## src/rtl/modrm_dec_pkg.sv

```systemverilog
package modrm_dec_pkg;

  localparam logic [1:0] K_NONE = 2'd0;
  localparam logic [1:0] K_REG  = 2'd1;
  localparam logic [1:0] K_MEM  = 2'd2;
  localparam logic [1:0] K_IMM  = 2'd3;

  localparam logic [1:0] B_NONE = 2'd0;
  localparam logic [1:0] B_BX   = 2'd1;
  localparam logic [1:0] B_BP   = 2'd2;
  localparam logic [1:0] X_NONE = 2'd0;
  localparam logic [1:0] X_SI   = 2'd1;
  localparam logic [1:0] X_DI   = 2'd2;

  localparam int BYTE_W  = 8;
  localparam int VALUE_W = 2 * BYTE_W;
  localparam int LEN_W   = 3;

  typedef struct packed {
    logic d;
    logic w;
    logic s;
    logic has_modrm;
    logic reg_opnd;
    logic has_data;
    logic wide_ok;
  } cfg_t;

  typedef struct packed {
    logic [1:0]         kind;
    logic [2:0]         reg_id;
    logic               hi;
    logic               wide;
    logic [1:0]         base;
    logic [1:0]         idx;
    logic [VALUE_W-1:0] value;
  } slot_t;

  // displacement byte count implied by mod/rm
  function automatic logic [1:0] disp_count(logic [1:0] md, logic [2:0] rm);
    case (md)
      2'b00:   disp_count = (rm == 3'b110) ? 2'd2 : 2'd0;
      2'b01:   disp_count = 2'd1;
      2'b10:   disp_count = 2'd2;
      default: disp_count = 2'd0;
    endcase
  endfunction

  function automatic logic [VALUE_W-1:0] sext8(logic [BYTE_W-1:0] b);
    sext8 = {{BYTE_W{b[BYTE_W-1]}}, b};
  endfunction

  function automatic logic imm_is_wide(cfg_t c);
    imm_is_wide = c.wide_ok & c.w & ~c.s;
  endfunction

  function automatic slot_t reg_slot(logic [2:0] n, logic w);
    slot_t r;
    r        = '0;
    r.kind   = K_REG;
    r.wide   = w;
    r.reg_id = w ? n : {1'b0, n[1:0]};
    r.hi     = ~w & n[2];
    reg_slot = r;
  endfunction

  function automatic slot_t mem_slot(logic [1:0] md, logic [2:0] rm, logic w,
                                     logic [VALUE_W-1:0] disp);
    slot_t r;
    r       = '0;
    r.kind  = K_MEM;
    r.wide  = w;
    r.value = disp;
    case (rm)
      3'd0, 3'd1, 3'd7: r.base = B_BX;
      3'd2, 3'd3:       r.base = B_BP;
      3'd6:             r.base = (md == 2'b00) ? B_NONE : B_BP;
      default:          r.base = B_NONE;
    endcase
    case (rm)
      3'd0, 3'd2, 3'd4: r.idx = X_SI;
      3'd1, 3'd3, 3'd5: r.idx = X_DI;
      default:          r.idx = X_NONE;
    endcase
    mem_slot = r;
  endfunction

endpackage

```

## src/rtl/modrm_seq.sv

```systemverilog
module modrm_seq
  import modrm_dec_pkg::*;
(
  input  logic               clk,
  input  logic               rst_n,
  input  logic               req_valid,
  output logic               req_ready,
  input  cfg_t               cfg_in,
  input  logic               in_valid,
  output logic               in_ready,
  input  logic [BYTE_W-1:0]  in_byte,
  output logic               res_valid,
  input  logic               res_ready,
  output cfg_t               cfg_q,
  output logic [BYTE_W-1:0]  modrm_q,
  output logic [VALUE_W-1:0] disp_q,
  output logic [VALUE_W-1:0] imm_q,
  output logic [LEN_W-1:0]   len_q
);

  typedef enum logic [2:0] {S_IDLE, S_MODRM, S_DISP0, S_DISP1, S_IMM0, S_IMM1, S_DONE} st_e;
  st_e        st_q;
  logic [1:0] dcnt_q;

  // named events
  logic req_take, byte_take, res_take;
  logic [1:0] dcnt_now;
  st_e        after_disp;

  assign req_ready = (st_q == S_IDLE);
  assign in_ready  = (st_q == S_MODRM) || (st_q == S_DISP0) || (st_q == S_DISP1) ||
                     (st_q == S_IMM0)  || (st_q == S_IMM1);
  assign res_valid = (st_q == S_DONE);
  assign req_take  = req_valid & req_ready;
  assign byte_take = in_valid & in_ready;
  assign res_take  = res_valid & res_ready;
  assign dcnt_now  = disp_count(in_byte[7:6], in_byte[2:0]);
  assign after_disp = cfg_q.has_data ? S_IMM0 : S_DONE;

  always_ff @(posedge clk) begin
    if (!rst_n) begin
      st_q    <= S_IDLE;
      cfg_q   <= '0;
      modrm_q <= '0;
      disp_q  <= '0;
      imm_q   <= '0;
      len_q   <= '0;
      dcnt_q  <= '0;
    end else begin
      if (byte_take) len_q <= len_q + 1'b1;
      case (st_q)
        S_IDLE: if (req_take) begin
          cfg_q   <= cfg_in;
          modrm_q <= '0;
          disp_q  <= '0;
          imm_q   <= '0;
          len_q   <= '0;
          st_q    <= cfg_in.has_modrm ? S_MODRM : (cfg_in.has_data ? S_IMM0 : S_DONE);
        end
        S_MODRM: if (byte_take) begin
          modrm_q <= in_byte;
          dcnt_q  <= dcnt_now;
          st_q    <= (dcnt_now != 2'd0) ? S_DISP0 : after_disp;
        end
        S_DISP0: if (byte_take) begin
          disp_q <= (dcnt_q == 2'd1) ? sext8(in_byte) : {{BYTE_W{1'b0}}, in_byte};
          st_q   <= (dcnt_q == 2'd2) ? S_DISP1 : after_disp;
        end
        S_DISP1: if (byte_take) begin
          disp_q[VALUE_W-1:BYTE_W] <= in_byte;
          st_q <= after_disp;
        end
        S_IMM0: if (byte_take) begin
          imm_q <= cfg_q.s ? sext8(in_byte) : {{BYTE_W{1'b0}}, in_byte};
          st_q  <= imm_is_wide(cfg_q) ? S_IMM1 : S_DONE;
        end
        S_IMM1: if (byte_take) begin
          imm_q[VALUE_W-1:BYTE_W] <= in_byte;
          st_q <= S_DONE;
        end
        S_DONE: if (res_take) st_q <= S_IDLE;
        default: st_q <= S_IDLE;
      endcase
    end
  end


  hold_result_chk: assert property (@(posedge clk) disable iff (!rst_n)
    res_valid && !res_ready |=> res_valid && $stable(len_q) && $stable(disp_q) && $stable(imm_q));


  pending_blocks_chk: assert property (@(posedge clk) disable iff (!rst_n)
    res_valid |-> !in_ready && !req_ready);


  len_bound_chk: assert property (@(posedge clk) disable iff (!rst_n)
    res_valid |-> len_q <= 3'd5);


  empty_req_chk: assert property (@(posedge clk) disable iff (!rst_n)
    req_take && !cfg_in.has_modrm && !cfg_in.has_data |=> res_valid && len_q == 3'd0);

endmodule

```

## src/rtl/modrm_map.sv

```systemverilog
module modrm_map
  import modrm_dec_pkg::*;
(
  input  cfg_t               cfg,
  input  logic [BYTE_W-1:0]  modrm,
  input  logic [VALUE_W-1:0] disp,
  input  logic [VALUE_W-1:0] imm,
  output slot_t              slot0,
  output slot_t              slot1
);

  slot_t reg_s, rm_s, imm_s;
  logic [1:0] md;

  assign md = modrm[7:6];

  always_comb begin
    reg_s = reg_slot(modrm[5:3], cfg.w);
    rm_s  = (md == 2'b11) ? reg_slot(modrm[2:0], cfg.w)
                          : mem_slot(md, modrm[2:0], cfg.w, disp);
    imm_s       = '0;
    imm_s.kind  = K_IMM;
    imm_s.wide  = imm_is_wide(cfg);
    imm_s.value = imm;

    slot0 = '0;
    slot1 = '0;
    if (cfg.has_modrm) begin
      if (cfg.d) begin
        if (cfg.reg_opnd) slot0 = reg_s;
        slot1 = rm_s;
      end else begin
        slot0 = rm_s;
        if (cfg.reg_opnd) slot1 = reg_s;
      end
    end
    if (cfg.has_data) begin
      if (slot0.kind == K_NONE) slot0 = imm_s;
      else                      slot1 = imm_s;
    end
  end

endmodule

```

## src/rtl/modrm_dec.sv

```systemverilog
module modrm_dec
  import modrm_dec_pkg::*;
(
  input  logic        clk,
  input  logic        rst_n,
  input  logic        req_valid,
  output logic        req_ready,
  input  logic        req_dir,
  input  logic        req_wide,
  input  logic        req_sext,
  input  logic        req_has_modrm,
  input  logic        req_reg_is_opnd,
  input  logic        req_has_data,
  input  logic        req_data_wide_ok,
  input  logic        in_valid,
  output logic        in_ready,
  input  logic [7:0]  in_byte,
  output logic        res_valid,
  input  logic        res_ready,
  output logic [2:0]  res_len,
  output logic [1:0]  s0_kind,
  output logic [2:0]  s0_reg,
  output logic        s0_hi,
  output logic        s0_wide,
  output logic [1:0]  s0_base,
  output logic [1:0]  s0_index,
  output logic [15:0] s0_value,
  output logic [1:0]  s1_kind,
  output logic [2:0]  s1_reg,
  output logic        s1_hi,
  output logic        s1_wide,
  output logic [1:0]  s1_base,
  output logic [1:0]  s1_index,
  output logic [15:0] s1_value
);

  cfg_t               cfg_in, cfg_q;
  logic [BYTE_W-1:0]  modrm_q;
  logic [VALUE_W-1:0] disp_q, imm_q;
  slot_t              m0, m1, o0, o1;

  assign cfg_in = '{d: req_dir, w: req_wide, s: req_sext, has_modrm: req_has_modrm,
                    reg_opnd: req_reg_is_opnd, has_data: req_has_data,
                    wide_ok: req_data_wide_ok};

  modrm_seq u_seq (
    .clk(clk), .rst_n(rst_n),
    .req_valid(req_valid), .req_ready(req_ready), .cfg_in(cfg_in),
    .in_valid(in_valid), .in_ready(in_ready), .in_byte(in_byte),
    .res_valid(res_valid), .res_ready(res_ready),
    .cfg_q(cfg_q), .modrm_q(modrm_q), .disp_q(disp_q), .imm_q(imm_q), .len_q(res_len)
  );

  modrm_map u_map (
    .cfg(cfg_q), .modrm(modrm_q), .disp(disp_q), .imm(imm_q),
    .slot0(m0), .slot1(m1)
  );

  // slots read empty unless a result is presented
  assign o0 = res_valid ? m0 : '0;
  assign o1 = res_valid ? m1 : '0;

  assign {s0_kind, s0_reg, s0_hi, s0_wide, s0_base, s0_index, s0_value} = o0;
  assign {s1_kind, s1_reg, s1_hi, s1_wide, s1_base, s1_index, s1_value} = o1;

  // named observation wires for the checks below
  logic direct_addr, reg_in_s0, reg_in_s1;
  slot_t rm_seen;
  assign direct_addr = cfg_q.has_modrm && modrm_q[7:6] == 2'b00 && modrm_q[2:0] == 3'b110;
  assign rm_seen     = cfg_q.d ? o1 : o0;
  assign reg_in_s0   = cfg_q.has_modrm && cfg_q.reg_opnd && cfg_q.d;
  assign reg_in_s1   = cfg_q.has_modrm && cfg_q.reg_opnd && !cfg_q.d;


  dir_slot0_chk: assert property (@(posedge clk) disable iff (!rst_n)
    res_valid && reg_in_s0 |-> s0_kind == K_REG);


  dir_slot1_chk: assert property (@(posedge clk) disable iff (!rst_n)
    res_valid && reg_in_s1 && !cfg_q.has_data |-> s1_kind == K_REG);


  direct_no_regs_chk: assert property (@(posedge clk) disable iff (!rst_n)
    res_valid && direct_addr |-> rm_seen.kind == K_MEM && rm_seen.base == B_NONE && rm_seen.idx == X_NONE);


  idle_empty_chk: assert property (@(posedge clk) disable iff (!rst_n)
    !res_valid |-> s0_kind == K_NONE && s1_kind == K_NONE);

endmodule

```

## config.mk

```make
export PLATFORM = sky130hd
export DESIGN_NAME = modrm_dec
export DESIGN_NICKNAME = d
export VERILOG_FILES = /design/src/rtl/modrm_dec_pkg.sv /design/src/rtl/modrm_seq.sv /design/src/rtl/modrm_map.sv /design/src/rtl/modrm_dec.sv
export SDC_FILE = /design/constraint.sdc
export NUM_CORES = 1
export LEC_CHECK = 0
export BUFFER_PORTS_ARGS = -buffer_cell sky130_fd_sc_hd__clkbuf_2
export CAP_MARGIN = 15
export CORE_UTILIZATION = 30
export CTS_BUF_LIST = sky130_fd_sc_hd__clkbuf_8
export CTS_CLUSTER_DIAMETER = 200
export DETAILED_ROUTE_END_ITERATION = 10
export SLEW_MARGIN = 10
export SYNTH_ARGS = -nofsm -noshare
export SYNTH_HDL_FRONTEND = slang
export SYNTH_SLANG_ARGS = --single-unit
```

## constraint.sdc

```tcl
create_clock -name clk -period 3.8 [get_ports clk]
set_clock_uncertainty 0.2 [all_clocks]
set_input_delay 0.19 -clock clk [delete_from_list [all_inputs] [get_ports clk]]
set_output_delay 0.19 -clock clk [all_outputs]
set_load 0.05 [all_outputs]
```

==> impl_metrics.env <==
export IMPL_grt_start_max_net_pins=50
export IMPL_worstPathCellList="nand2_2 -> or2_4 -> nor2_4 -> a22o_1 -> clkbuf_2"
export IMPL_die_height_um=109.3
export IMPL_syn_area_per_cell_um2=7.988
export IMPL_cp_buffers_inverters=1
export IMPL_max_vdd_ir_drop_uv=394.1
export IMPL_crit_fanout=22
export IMPL_worst_endpoint_arrival_ns=2.60
export IMPL_num_vias=3472
export IMPL_initial_core_util_pct=31.28
export IMPL_overflow=0
export IMPL_crit_family="simple AND/OR/NAND/NOR gates"
export IMPL_worst_hold_startpoint="in_byte[5]"
export IMPL_die_area_um2=11940
export IMPL_synth_largest_area_cell="dfxtp_1"
export IMPL_grt_antenna_before_repair=0
export IMPL_post_cts_repair_setup_buffers=0
export IMPL_maxCapViolations=0
export IMPL_worst_path_largest_cell_delay_ns=0.83
export IMPL_cts_htree_levels=2
export IMPL_detailedRoute_firstIterationViolations=253
export IMPL_worst_r2r_endpoint="u_seq.disp_q[14]"
export IMPL_post_route_min_period_ns=2.991
export IMPL_clock_tree_root_cell="clkbuf_8"
export IMPL_ff2ff_setup_slack_ns=1.45
export IMPL_slew_viol_final=0
export IMPL_setup_viol=0
export IMPL_route_detailed_wl_per_inst_um=16.30
export IMPL_post_route_util_pct=35.98
export IMPL_power_density_nw_per_um2=512.7
export IMPL_total_leakage_power_nw=1.488
export IMPL_rsz0062_at_grt="false"
export IMPL_core_region_area_um2=11030
export IMPL_async_flop_share_pct=0
export IMPL_post_synth_edffs=0
export IMPL_cell_types_with_the_largest_area_share_after_synthesis="dfxtp_1 (32%), nand2_1 (5.4%), a21boi_0 (5.2%), a22o_1 (5.1%), nand4_1 (4.4%)"
export IMPL_floorplan_rows=38
export IMPL_route_antenna_remaining_nets=0
export IMPL_run_status="finished, final reports clean"
export IMPL_flow_area_growth_from_synthesis_pct=15.01
export IMPL_worstSetupEndpointType="output pin"
export IMPL_layout_nets=507
export IMPL_drive_gt1_share_pct=23.00
export IMPL_tns_ns=0
export IMPL_synth_seq_cells=55
export IMPL_io_pins=80
export IMPL_dp_hpwl_um=7236
export IMPL_drt_wl_total_um=10220
export IMPL_ys_warn_count=0
export IMPL_max_freq_mhz=334.4
export IMPL_ys_types=60
export IMPL_grtUsageTotal_pct=17.08
export IMPL_timing_worst_setup_path_type="flop to output pin"
export IMPL_synthFlopType="dfxtp_1"
export IMPL_clkSinkCount=55
export IMPL_final_critical_path_setup_slack_ns=0.8092
export IMPL_drcViolationCount=0
export IMPL_chipWidth_um=109.3
export IMPL_clock_insertion_delay_worst_skew_ns=0.31
export IMPL_clock_tree_buffer_depth=2
export IMPL_tightest_slew_margin_relative_to_the_limit_pct=42.19
export IMPL_postSynthCellCount=432
export IMPL_drt_pass1_iter_count=5
export IMPL_worstRegToRegCells=4
export IMPL_diodes=0
export IMPL_syn_area_um2=3451
export IMPL_numCtsBuffers=5
export IMPL_grt_pass1_wl_um=16010
export IMPL_hold_path_class="input port to flop"
export IMPL_worstSetupStartpointType="flop"
export IMPL_fin_crit_sh_pct=78.71
export IMPL_synth_top_cell_area_share_pct=31.91
export IMPL_place_port_buffers=79
export IMPL_synth_fp_nets=453
export IMPL_detail_route_vias_per_cell=5.537
export IMPL_critical_path_slowest_cell="dfxtp_1"
export IMPL_crit_reg2reg_launch="u_seq.st_q[2]"
export IMPL_clk_pin_slew_worst_paths_ns=0.10
export IMPL_layout_filler_cells=1169
export IMPL_place_congestion=0.8102
export IMPL_synth_seq_area_share_pct=31.91
export IMPL_report_final_hold_viol_count=0
export IMPL_hold_path_cell_count=3
export IMPL_max_slew_worst_pin_slew_ns=0.8639
export IMPL_preCtsSetupSlack_ns=1.165
export IMPL_min_delay_worst_endpoint="u_seq.imm_q[5]"
export IMPL_grt_pass1_vias=3056
export IMPL_cts_tree="built"
export IMPL_worst_ep_required_time_ns=3.41
[worst reg2reg max path, stage by stage, from the launching register on]
cell	delay (ns)
dfxtp_1	0.57
nor2_1	0.78
and4_1	0.49
a21o_1	0.13
a22o_1	0.13
[power breakdown]
group	internal (W)	switching [W]	total (W)
sequential	0.000653	0.000142	0.000795
clock	0.000127	0.000193	0.000320
combinational	0.000273	0.000648	0.000920
[per-layer routing]
layer  routed length (um)  GRT usage [%]
met5                    0              0
met4                  118          3.905
met3                  574          2.451
met2                 4974          29.20
met1                 4554          22.56
[cells in the final DEF (no fill, tap or decap), types with 3 or more instances in the layout]
cell type / count
clkbuf_2: 79
dfxtp_1: 55
nand2_1: 50
nor2_1: 34
a21oi_1: 28
nand4_1: 24
a21boi_0: 24
a22o_1: 20
a22oi_1: 18
nand3_1: 10
o21ai_0: 10
nor3b_1: 10
a21boi_1: 10
inv_1: 8
nand3b_1: 8
o211ai_1: 8
dlygate4sd3_1: 7
nor3_1: 6
a21o_1: 5
clkbuf_8: 5
buf_4: 5
nand2_2: 4
a211oi_1: 3
nor2b_1: 3
a31oi_1: 3
and3_1: 3
o2bb2ai_1: 3
[cell type report]
type	instances	area, um^2	area share (%)
multi-input cells	325	2074	52.27
flip-flops and latches	55	1101	27.74
repair buffers	91	503.0	12.67
well taps	140	175.2	4.414
clock buffers	5	68.82	1.734
inverters	8	30.03	0.7566
clock inverters	3	16.27	0.4098
[sequential cells by signal (all words and copies together), names as in the netlist]
name / cells
u_seq.disp_q: 16
u_seq.dcnt_q: 2
u_seq.cfg_q: 7
u_seq.st_q: 3
u_seq.modrm_q: 8
u_seq.imm_q: 16
u_seq.len_q: 3
[kinds of logic after synthesis]
logic type / after synthesis / share of synthesized area, %
XOR/XNOR: 2 / 0.5077
flip-flops: 55 / 31.91
AO/OA/AOI/OAI: 147 / 30.78
buffers and inverters: 52 / 7.977
multiplexers: 3 / 0.9427
AND/OR/NAND/NOR: 172 / 27.52
adder cells (fa/ha/maj): 1 / 0.3625
[timing repair]
item | in CTS | in global routing
resized for setup | 0 | 0
hold buffers | 7 | 0
hold endpoints to repair | 7 | 0
[Yosys cell counts (2+ instances only)]
library cell  instances
nor3b_2               2
o2111ai_1             2
nand3_1              10
mux2_2                2
dfxtp_1              55
a21oi_1              28
nand3b_1              8
a31oi_1               3
inv_1                 7
o211ai_1              8
and4_1                2
a22oi_1              18
o311a_1               2
o21ai_0              10
a22o_1               20
nand2_1              50
buf_1                 2
buf_2                16
nor2_1               34
a211oi_1              3
buf_4                 4
nand2_2               4
nor3_1                6
a21boi_1             10
and2_1                2
nor2b_1               3
nand2b_1              2
clkbuf_1             16
buf_6                 6
nor3b_1              10
nor2_4                2
xor2_1                2
and3b_1               2
and3_1                3
o2bb2ai_1             3
a21boi_0             24
a21o_1                5
nand4_1              24
[per-stage QoR]
| stage | total power [W] | hold slack (ns) | std cells | instance area (um^2) |
|---|---|---|---|---|
| 6_report | 0.002035 | 0.04162 | 627 | 3969 |
| 5_1_grt | 0.002163 | 0.04589 | 627 | 3969 |
| 4_1_cts | 0.002038 | 0.03515 | 627 | 3969 |
| 3_5_place_dp | 0.001713 | 0.2422 | 612 | 3814 |
| 3_3_place_gp | 0.001699 | 0.2372 | 612 | 3814 |
| 2_1_floorplan | 0.001545 | 0.1349 | 432 | 3451 |
[worst max path at each step]
stage	slack, ns	to	depth (start not counted)	startpoint
floorplan	0.97	s0_index[0]	6	u_seq.st_q[2]
global placement	1.26	s1_value[0]	5	u_seq.st_q[2]
detailed placement	1.16	s1_value[10]	5	u_seq.st_q[2]
CTS	0.80	s1_value[10]	5	u_seq.st_q[2]
global route	0.66	s0_index[0]	6	u_seq.st_q[2]
finish	0.81	s1_value[15]	5	u_seq.st_q[2]
(Power assumes the default switching activity.)
